File: src/rtl/usb_lcd_pkg.sv
package usb_lcd_pkg;
    typedef enum logic [1:0] {
        LS_SE0 = 2'b00,
        LS_J   = 2'b01,
        LS_K   = 2'b10,
        LS_SE1 = 2'b11
    } line_e;

    typedef enum logic [1:0] {
        DT_IDLE  = 2'b00,
        DT_COUNT = 2'b01,
        DT_DONE  = 2'b10
    } dur_state_e;

    typedef enum logic {
        RS_OFF_J = 1'b0,
        RS_ON_J  = 1'b1
    } rs_state_e;

    typedef enum logic [1:0] {
        FLG_ARMED  = 2'b00,
        FLG_RAISED = 2'b01,
        FLG_LOCKED = 2'b10
    } flg_state_e;
endpackage

File: src/rtl/usb_lcd_dur_timer.sv
module usb_lcd_dur_timer
    import usb_lcd_pkg::*;
#(
    parameter int unsigned THRESH = 4
) (
    input  logic clk,
    input  logic rst_n,
    input  logic cond,
    output logic fire
);
    localparam int unsigned CW = (THRESH < 2) ? 1 : $clog2(THRESH + 1);
    localparam logic [CW-1:0] LAST = CW'(THRESH - 1);

    dur_state_e state_q, state_d;
    logic [CW-1:0] cnt_q, cnt_d;

    always_comb begin
        state_d = state_q;
        cnt_d   = cnt_q;
        unique case (state_q)
            DT_IDLE: begin
                if (cond) begin
                    cnt_d   = CW'(1);
                    state_d = (THRESH <= 1) ? DT_DONE : DT_COUNT;
                end
            end
            DT_COUNT: begin
                if (!cond) begin
                    state_d = DT_IDLE;
                    cnt_d   = '0;
                end else if (cnt_q == LAST) begin
                    state_d = DT_DONE;
                end else begin
                    cnt_d = cnt_q + CW'(1);
                end
            end
            DT_DONE: begin
                if (!cond) begin
                    state_d = DT_IDLE;
                    cnt_d   = '0;
                end
            end
            default: begin
                state_d = DT_IDLE;
                cnt_d   = '0;
            end
        endcase
    end

    always_ff @(posedge clk) begin
        if (!rst_n) begin
            state_q <= DT_IDLE;
            cnt_q   <= '0;
        end else begin
            state_q <= state_d;
            cnt_q   <= cnt_d;
        end
    end

    always_ff @(posedge clk) begin
        if (!rst_n) fire <= 1'b0;
        else        fire <= (state_q != DT_DONE) && (state_d == DT_DONE);
    end
endmodule

File: src/rtl/usb_lcd_resume_watch.sv
module usb_lcd_resume_watch
    import usb_lcd_pkg::*;
(
    input  logic  clk,
    input  logic  rst_n,
    input  line_e line,
    input  logic  suspended,
    output logic  resume_evt
);
    rs_state_e state_q, state_d;

    always_comb begin
        unique case (state_q)
            RS_OFF_J: state_d = (line == LS_J) ? RS_ON_J : RS_OFF_J;
            RS_ON_J:  state_d = (line == LS_J) ? RS_ON_J : RS_OFF_J;
            default:  state_d = RS_OFF_J;
        endcase
    end

    always_ff @(posedge clk) begin
        if (!rst_n) state_q <= RS_OFF_J;
        else        state_q <= state_d;
    end

    always_ff @(posedge clk) begin
        if (!rst_n) resume_evt <= 1'b0;
        else        resume_evt <= (state_q == RS_ON_J) && suspended &&
                                  ((line == LS_K) || (line == LS_SE0));
    end
endmodule

File: src/rtl/usb_lcd_resume_flag.sv
module usb_lcd_resume_flag
    import usb_lcd_pkg::*;
(
    input  logic clk,
    input  logic rst_n,
    input  logic set_evt,
    input  logic wr_en,
    input  logic wr_data,
    input  logic clk_stopped,
    output logic flag
);
    flg_state_e state_q, state_d;
    logic clr, rearm;

    assign clr   = wr_en && !wr_data;
    assign rearm = wr_en && wr_data;

    always_comb begin
        state_d = state_q;
        unique case (state_q)
            FLG_ARMED: begin
                if (set_evt)                 state_d = FLG_RAISED;
                else if (clr && clk_stopped) state_d = FLG_LOCKED;
            end
            FLG_RAISED: begin
                if (set_evt)  state_d = FLG_RAISED;
                else if (clr) state_d = clk_stopped ? FLG_LOCKED : FLG_ARMED;
            end
            FLG_LOCKED: begin
                if (rearm) state_d = FLG_ARMED;
            end
            default: state_d = FLG_ARMED;
        endcase
    end

    always_ff @(posedge clk) begin
        if (!rst_n) state_q <= FLG_ARMED;
        else        state_q <= state_d;
    end

    always_comb flag = (state_q == FLG_RAISED);
endmodule

File: src/rtl/usb_line_cond_det.sv
module usb_line_cond_det
    import usb_lcd_pkg::*;
#(
    parameter int unsigned RESET_CYC   = 120,
    parameter int unsigned SUSPEND_CYC = 144000
) (
    input  logic       clk,
    input  logic       rst_n,
    input  logic [1:0] line_st,
    input  logic       dev_suspended,
    input  logic       clk_stopped,
    input  logic       wr_en,
    input  logic       wr_data,
    output logic       bus_reset_evt,
    output logic       suspend_evt,
    output logic       resume_evt,
    output logic       resume_irq
);
    line_e line;
    assign line = line_e'(line_st);

    usb_lcd_dur_timer #(.THRESH(RESET_CYC)) u_se0_timer (
        .clk(clk), .rst_n(rst_n), .cond(line == LS_SE0), .fire(bus_reset_evt)
    );

    usb_lcd_dur_timer #(.THRESH(SUSPEND_CYC)) u_idle_timer (
        .clk(clk), .rst_n(rst_n), .cond(line == LS_J), .fire(suspend_evt)
    );

    usb_lcd_resume_watch u_resume (
        .clk(clk), .rst_n(rst_n), .line(line),
        .suspended(dev_suspended), .resume_evt(resume_evt)
    );

    usb_lcd_resume_flag u_flag (
        .clk(clk), .rst_n(rst_n), .set_evt(resume_evt),
        .wr_en(wr_en), .wr_data(wr_data), .clk_stopped(clk_stopped),
        .flag(resume_irq)
    );
endmodule

File: config.mk
export PLATFORM = sky130hd
export DESIGN_NAME = usb_line_cond_det
export DESIGN_NICKNAME = d
export VERILOG_FILES = /design/src/rtl/usb_lcd_pkg.sv /design/src/rtl/usb_lcd_dur_timer.sv /design/src/rtl/usb_lcd_resume_watch.sv /design/src/rtl/usb_lcd_resume_flag.sv /design/src/rtl/usb_line_cond_det.sv
export SDC_FILE = /design/constraint.sdc
export NUM_CORES = 1
export LEC_CHECK = 0
export BUFFER_PORTS_ARGS = -buffer_cell sky130_fd_sc_hd__buf_2
export CAP_MARGIN = 20
export CORE_AREA = 10 10 70 72
export CTS_CLUSTER_DIAMETER = 60
export DETAILED_ROUTE_END_ITERATION = 10
export DIE_AREA = 0 0 80 82
export PLACE_DENSITY = 0.65
export SETUP_SLACK_MARGIN = 0.02
export SLEW_MARGIN = 10
export SYNTH_ARGS = -nofsm -noshare
export SYNTH_HDL_FRONTEND = slang
export SYNTH_SLANG_ARGS = --single-unit
File: constraint.sdc
create_clock -name clk -period 2.3 [get_ports clk]
set_input_delay 0.115 -clock clk [delete_from_list [all_inputs] [get_ports clk]]
set_output_delay 0.115 -clock clk [all_outputs]
set_load 0.03 [all_outputs]
==> results.txt, run 1 <==
CP Capture Type: register
Status: finished, final reports clean
Skew-Pair Late Insertion Delay: 0.34 ns
Fmax: 489 MHz
DR vias: 1,506
CTS H-tree depth: 2
Setup-failing EPs final: 0
Post-CTS sizing: 0
CTS tree: built
Slew HR: 50.4%
Final setup skew: 0.0110 ns
Period Utilization, post-route: 88.9%
First-pass GRT wire length: 6420 um
Hold Fails Final Rpt: 0
Inserted Clock Buffers: 5
Core area: 3580 um^2
1st-pass router iterations: 4
Detail Placement HPWL: 2600 um
Worst slew pin tran: 0.738 ns
Rows: 22
Syn nets: 212
Total Routing Usage GR: 12.1%
Layout Nets: 226
Final max-slew violation count: 0
WP data required: 2.58 ns
Final-layout fill cell count: 361
Vias in the first global route: 1,472
Max IR drop VDD: 0.321 mV
Maximum fanout along the worst path: 13
Initial Util: 47.0%
Share of post-route cells with drive strength above 1: 9.72%
Number of distinct library cells after synthesis: 43
Maximum number of pins on one net before global-route repair: 14
Yosys warns: 0
Setup TNS: 0 ns
Area post-placement: 1790 um^2
Final instance area: 1860 um^2
Critical path class: reg2reg
Antenna Cells: 0
PwrDens: 597 nW/um^2
Antenna Nets Post-Route: 0
CTS Sinks: 35
Root Driver: clkbuf_4
Critical path data arrival time: 2.33 ns
Gpl congestion: 0.835
Syn Inst Count: 202
LEAKAGE: 0.621 nW
Post-synth top area share: 41.6%
Synth top area cells: dfxtp_1 (42%), a21oi_1 (4.8%), nand2_1 (4.5%)
CTS Hold Bufs: 0
Drt wl/cell: 13.5 um
Clock buffer depth: 2
Unrepaired setup endpoints after global routing: no
DR iter-0 viols: 80
Sequential share of the synthesized area: 41.6%
WL final: 3570 um
PortBufs: 11
DRC: 0
Mapped Area: 1680 um^2
Final min period: 2.05 ns
Biggest area consumer among synthesized cells: dfxtp_1
Vias per cell: 5.70
Die Footprint: 6560 um^2
HP Class: in2reg
Max cap viols: 0
Mapped Avg Cell Area: 8.33 um^2
Crit start category: register
Setup Buffers After CTS: 0
Reg clk slew, reported paths: 0.10 ns
Area delta synth->final: 10.3%
Top-level I/O count: 12
Synth Register Bits: 35
Die Ht: 82 um
Remaining global-route overflow: 0
Die Width: 80 um
Antenna violations before repair: 0
[sequential cells by signal, indices dropped and copies added (netlist names)]
name,count
u_flag.state_q,2
u_se0_timer.state_q,2
u_idle_timer.state_q,2
u_se0_timer.cnt_q,7
u_resume.resume_evt,1
u_se0_timer.fire,1
u_resume.state_q,1
u_idle_timer.cnt_q,18
u_idle_timer.fire,1
[logic make-up (layout without fill, tap and decap cells)]
family / count (synthesis) / in the layout / share of synthesized area [%]
flops: 35 / 35 / 41.6
buf+inv: 11 / 25 / 2.53
compound gates: 46 / 46 / 17.0
fa+ha+maj: 2 / 2 / 1.49
xor+xnor: 8 / 8 / 4.16
simple gates: 100 / 100 / 33.2
[cells in the final DEF, fill, tap and decap left out, types with 5 or more instances in the layout]
cell,n
a21oi_1,16
or3_1,9
or4_1,5
clkbuf_4,5
buf_2,11
nor3_1,13
o211ai_1,5
xnor2_1,6
inv_1,6
nor2_1,16
nand3_1,9
nand2_1,20
o21ai_0,9
dfxtp_1,35
[power breakdown]
| part | switching [W] | internal (W) | total, W |
|---|---|---|---|
| Combinational | 0.0000410 | 0.0000257 | 0.0000666 |
| Sequential | 0.00000969 | 0.000614 | 0.000624 |
| Clock | 0.000195 | 0.000224 | 0.000419 |
| Total | 0.000246 | 0.000864 | 0.00111 |
[layout make-up]
| type | instances | area, um^2 | share of cell area, % |
|---|---|---|---|
| Clock buffer | 6 | 41.3 | 2.22 |
| Clock inverter | 1 | 30.0 | 1.62 |
| Inverter | 6 | 22.5 | 1.21 |
| Multi-Input combinational cell | 156 | 940 | 50.6 |
| Sequential cell | 35 | 701 | 37.7 |
| Tap cell | 48 | 60.1 | 3.23 |
| Timing Repair Buffer | 12 | 62.6 | 3.37 |
[worst max-delay path: stages (launching register included)]
cell and delay, ns:
dfxtp_1 0.46, nor4bb_1 0.41, a21oi_1 0.16, a21bo_1 0.37
or4_1 0.52, nand2_1 0.08
[final timing paths]
| path | start | cells after the start | to | slack [ns] |
|---|---|---|---|---|
| worst max register to register | u_idle_timer.state_q[1]$_SDFF_PN0_ | 5 | u_idle_timer.cnt_q[12]$_SDFFE_PN0P_ | 0.25 |
| worst max-delay path | u_idle_timer.state_q[1]$_SDFF_PN0_ | 5 | u_idle_timer.cnt_q[12]$_SDFFE_PN0P_ | 0.25 |
| worst min-delay path | line_st[0] | 2 | u_se0_timer.state_q[1]$_SDFF_PN0_ | 0.04 |
| worst min register to register | u_flag.state_q[1]$_SDFFE_PN0P_ | 1 | u_flag.state_q[0]$_SDFFE_PN0P_ | 0.49 |
[stage by stage]
stage               hold slack, ns  std cells  power (W)  util (%)  worst slack (ns)
floorplan                    0.192        202   0.000681         -             0.453
global placement             0.384        257   0.000701      49.9             0.357
detailed placement           0.392        257   0.000704      49.9             0.288
CTS                         0.0257        264    0.00113      51.9             0.251
global route                0.0189        264    0.00117      51.9            0.0493
finish                      0.0429        264    0.00111      51.9             0.254
[Yosys cell counts (all sizes together)]
| master | number |
|---|---|
| nor4bb | 2 |
| nor4 | 2 |
| o31ai | 3 |
| nor4b | 2 |
| a21o | 2 |
| o211ai | 5 |
| or4b | 2 |
| nor3 | 13 |
| nand2 | 20 |
| and2 | 1 |
| o211a | 1 |
| o21ai | 10 |
| ha | 2 |
| nand3b | 2 |
| inv | 6 |
| a31oi | 2 |
| a21boi | 1 |
| or3 | 9 |
| nand4b | 1 |
| and4b | 1 |
| o21a | 1 |
| nor2b | 2 |
| dfxtp | 35 |
| or2 | 2 |
| buf | 1 |
| a211oi | 1 |
| nand3 | 9 |
| xnor2 | 6 |
| nor3b | 3 |
| xor2 | 2 |
| clkbuf | 4 |
| nand4bb | 1 |
| a21oi | 16 |
| nand4 | 3 |
| a22oi | 1 |
| nor2 | 16 |
| nand2b | 3 |
| a21bo | 1 |
| o2111ai | 2 |
| and4 | 1 |
| or4 | 5 |
[metal layers]
metal  up-vias  GRT usage [%]  share of wire [%]
met3         5           4.59                5.1
met2        28           20.2                 48
met5         -              0                  0
li1        770              -                  -
met1       703           13.7                 46
met4         0           4.23                1.2
No activity file was read; power rests on OpenSTA's default activity.
==> run 2: changes to the inputs <==
- CORE_AREA: 10 10 70 72 -> 10 10 67 74
- DIE_AREA: 0 0 80 82 -> 0 0 77 84
- PLACE_DENSITY: 0.65 -> 0.66
==> results.txt, run 2 (same netlist as run 1, synthesis figures left out) <==
Critical path class: reg2reg
Setup ws final: 0.239 ns
LEAKAGE: 0.629 nW
Gpl congestion: 0.819
Cell count after placement: 260
Area delta synth->final: 11.5%
CTS Hold Bufs: 0
DRC: 0
Biggest register: u_idle_timer.cnt_q
Root Driver: clkbuf_8
Max cap viols: 0
Skew-Pair Late Insertion Delay: 0.29 ns
Most common cell after layout, fill and taps aside: dfxtp_1
Max reg flops: 18
Reg-to-reg slack, setup: 0.24 ns
Share of post-route cells with drive strength above 1: 10.1%
Antenna Nets Post-Route: 0
Worst r2r src: u_idle_timer.state_q[1]$_SDFF_PN0_
DR vias: 1,526
Hold Fails Final Rpt: 0
Antenna violations before repair: 0
Maximum number of pins on one net before global-route repair: 14
Setup TNS: 0 ns
Crit path launch: u_idle_timer.state_q[1]$_SDFF_PN0_
Worst path depth: 5
Detail Placement HPWL: 2680 um
Status: finished, final reports clean
Critical path data arrival time: 2.30 ns
DR iter-0 viols: 109
Top-level I/O count: 12
Vias per cell: 5.69
Unrepaired setup endpoints after global routing: no
Worst slew pin tran: 0.746 ns
Initial Util: 47.5%
Worst path cell trace: nor4bb_1 > a21oi_1 > a21bo_1 > or4_1 > nand2_1
Antenna Cells: 0
Post-CTS sizing: 0
Max incr delay on CP: 0.51 ns
CTS tree: built
Setup Buffers After CTS: 0
Die Width: 77 um
CTS H-tree depth: 2
First-pass GRT wire length: 6180 um
Most frequent cells in the layout: dfxtp_1 (35), nand2_1 (20), nor2_1 (16), a21oi_1 (16), nor3_1 (13)
Clock buffer depth: 2
PortBufs: 11
Setup-failing EPs final: 0
Fmax: 485 MHz
Rows: 23
Slew HR: 49.9%
1st-pass router iterations: 4
WP buf/inv: 0
Inserted Clock Buffers: 5
Final Instance Count excl. Fillers: 268
Reg clk slew, reported paths: 0.07 ns
Die Ht: 84 um
Total Routing Usage GR: 11.3%
Final min period: 2.06 ns
Remaining global-route overflow: 0
HP Class: in2reg
Core area: 3540 um^2
Die Footprint: 6470 um^2
Final setup skew: 0.00562 ns
RR Endpoint: u_idle_timer.cnt_q[11]$_SDFFE_PN0P_
Slowest CP cell: or4_1
Setup WS pre-CTS: 0.260 ns
Hold Slack: 0.0851 ns
Vias in the first global route: 1,454
Max IR drop VDD: 0.398 mV
Drt wl/cell: 13.6 um
CP Capture Type: register
Crit start category: register
WP data required: 2.54 ns
PwrDens: 594 nW/um^2
Period Utilization, post-route: 89.6%
Critical Path Sink: u_idle_timer.cnt_q[11]$_SDFFE_PN0P_
WL final: 3660 um
Critical path's top delay family: simple AND/OR/NAND/NOR gates
Final max-slew violation count: 0
Layout Nets: 227
Top flop regs: u_idle_timer.cnt_q x18, u_se0_timer.cnt_q x7
Maximum fanout along the worst path: 13
Worst Reg-to-Reg Cells: 5
CTS Sinks: 35
-- run 2: changes by cell type in the layout (fill, tap and decap cells not counted) --
cell	delta
clkinv_2	+1
buf_4	+1
clkbuf_4	-5
clkbuf_1	+1
bufinv_16	-1
clkbuf_8	+5
-- run 2: routing by layer --
layer	share of wire, %	vias to the layer above	global-route usage, %	wire length (um)
met4	1.5	0	4.98	56
met2	52	25	21.4	1910
met1	42	724	11.2	1550
met3	3.7	5	3.13	137
met5	0	-	0	0
li1	-	772	-	-
-- run 2: how the worst min path moves through the flow --
stage                     slack (ns)  cells after the start                           endpoint           from
final                           0.09                      3     u_flag.state_q[1]$_SDFFE_PN0P_    clk_stopped
after global routing            0.09                      2  u_se0_timer.state_q[1]$_SDFF_PN0_     line_st[1]
after CTS                       0.08                      2  u_se0_timer.state_q[1]$_SDFF_PN0_     line_st[1]
after detailed placement        0.39                      3     u_flag.state_q[1]$_SDFFE_PN0P_    clk_stopped
after global placement          0.38                      2     u_resume.resume_evt$_SDFF_PN0_  dev_suspended
after floorplan                 0.19                      1  u_se0_timer.state_q[1]$_SDFF_PN0_     line_st[0]
-- run 2: final cells by class --
cell class              instances  area, um^2
flip-flops and latches         35         701
repair buffers                 13        70.1
clock buffers                   7        76.3
multi-input cells             156         940
fillers                       358        1660
clock inverters                 1        5.00
well taps                      50        62.6
inverters                       6        22.5
-- run 2: power breakdown --
part / switching (W) / internal [W]
registers: 0.00000934 / 0.000614
clock network: 0.000211 / 0.000212
logic: 0.0000415 / 0.0000261
total: 0.000262 / 0.000852
-- run 2: tightest hold or removal path: stages --
cell,delay (ns)
buf_2,0.08
a22oi_1,0.06
nor2b_1,0.09
-- run 2: through the flow --
| step | utilization (%) | area, um^2 | total power, W |
|---|---|---|---|
| 3_5_place_dp | 50.7 | 1800 | 0.000704 |
| 4_1_cts | 53.0 | 1880 | 0.00112 |
| 5_1_grt | 53.0 | 1880 | 0.00116 |
| 6_report | 53.0 | 1880 | 0.00111 |
| 3_3_place_gp | 50.7 | 1800 | 0.000702 |
| 2_1_floorplan | - | 1680 | 0.000681 |
==> run 3: changes to the inputs <==
- CORE_AREA: 10 10 67 74 -> 10 10 63 70
- DIE_AREA: 0 0 77 84 -> 0 0 73 80
- PLACE_DENSITY: 0.66 -> 0.75
==> results.txt, run 3 (same netlist as run 1, synthesis figures left out) <==
Status: finished, final reports clean
Maximum number of pins on one net before global-route repair: 14
Vias per cell: 6.15
Worst slew pin tran: 0.738 ns
Final instance area: 1810 um^2
Remaining global-route overflow: 0
Die Ht: 80 um
CP Capture Type: register
Slew HR: 50.4%
Share of post-route cells with drive strength above 1: 9.30%
Final-layout fill cell count: 276
Reg clk slew, reported paths: 0.09 ns
Clock buffer depth: 2
PortBufs: 11
Max incr delay on CP: 0.52 ns
Final setup skew: 0.00609 ns
Area post-placement: 1770 um^2
Final core occ: 60.4%
Die Footprint: 5840 um^2
Worst path cell trace: nor4bb_1 > a21oi_1 > a21bo_1 > or4_1 > nand2_1
Max cap viols: 0
Core area: 3000 um^2
WL final: 3640 um
Hold Fails Final Rpt: 0
PwrDens: 542 nW/um^2
Gpl congestion: 0.854
DR vias: 1,531
Area occupied by multi-input gates: 940 um^2
Slowest CP cell: or4_1
Most common cell after layout, fill and taps aside: dfxtp_1
DR iter-0 viols: 137
Antenna Cells: 0
Unrepaired setup endpoints after global routing: no
Drt wl/cell: 14.6 um
Top flop regs: u_idle_timer.cnt_q x18, u_se0_timer.cnt_q x7
Setup TNS: 0 ns
Layout Nets: 226
DRC: 0
Die Width: 73 um
Final min period: 2.04 ns
Post-CTS sizing: 0
Fmax: 489 MHz
CTS tree: built
Most frequent cells in the layout: dfxtp_1 (35), nand2_1 (20), nor2_1 (16), a21oi_1 (16), nor3_1 (13)
Setup Buffers After CTS: 0
Initial Util: 56.2%
Detail Placement HPWL: 2750 um
Inserted Clock Buffers: 5
CTS H-tree depth: 2
Antenna Nets Post-Route: 0
Final max-slew violation count: 0
Setup-failing EPs final: 0
Antenna violations before repair: 0
Vias in the first global route: 1,507
Rows: 21
LEAKAGE: 0.607 nW
Register Area: 701 um^2
Crit start category: register
Maximum fanout along the worst path: 13
Critical path class: reg2reg
CTS Sinks: 35
Area delta synth->final: 7.51%
Biggest register: u_idle_timer.cnt_q
Total Routing Usage GR: 13.4%
HP Class: in2reg
Skew-Pair Late Insertion Delay: 0.33 ns
Root Driver: clkbuf_4
Period Utilization, post-route: 88.9%
CTS Hold Bufs: 0
Max IR drop VDD: 0.503 mV
Max reg flops: 18
First-pass GRT wire length: 6330 um
WP data required: 2.59 ns
1st-pass router iterations: 4
Top-level I/O count: 12
Critical path data arrival time: 2.33 ns
## run 3: final timing paths
check | startpoint | endpoint | slack [ns] | cells past startpoint
max reg2reg | u_idle_timer.state_q[1]$_SDFF_PN0_ | u_idle_timer.cnt_q[11]$_SDFFE_PN0P_ | 0.26 | 5
min reg2reg | u_flag.state_q[1]$_SDFFE_PN0P_ | u_flag.state_q[0]$_SDFFE_PN0P_ | 0.50 | 1
max | u_idle_timer.state_q[1]$_SDFF_PN0_ | u_idle_timer.cnt_q[11]$_SDFFE_PN0P_ | 0.26 | 5
min | line_st[0] | u_se0_timer.state_q[1]$_SDFF_PN0_ | 0.04 | 2
## run 3: where the power goes
part	internal [W]	leakage, nW	switching (W)	total [W]
Combinational	0.0000259	0.300	0.0000424	0.0000682
Sequential	0.000614	0.283	0.0000104	0.000624
Clock	0.000108	0.0242	0.000180	0.000288
## run 3: area by class of cell
class / count / area share, %
multi-input combinational: 156 / 51.9
clock buffer: 6 / 2.28
timing repair buffer: 12 / 3.46
inverter: 6 / 1.24
sequential: 35 / 38.7
tap: 34 / 2.35
## run 3: metrics by stage
step	instances	worst slack [ns]	hold WS [ns]	power [W]
detailed placement	243	0.275	0.390	0.000706
finish	249	0.256	0.0382	0.000981
global placement	243	0.367	0.377	0.000701
CTS	249	0.247	0.0191	0.000995
global route	249	0.0630	0.0524	0.00103
floorplan	202	0.453	0.192	0.000681
## run 3: worst max-delay path: cells and delay by family, from the launching register on
family	cells	cell delay [ns]
simple gates	3	1.01
flops	1	0.46
compound gates	2	0.53
## run 3: per-layer routing
| metal | share of wire (%) | vias to the layer above | track usage (%) |
|---|---|---|---|
| met5 | 0 | - | 0 |
| met4 | 2.2 | 0 | 7.03 |
| met3 | 3.0 | 8 | 3.86 |
| met2 | 54 | 17 | 23.7 |
| met1 | 41 | 735 | 13.7 |
| li1 | - | 771 | - |
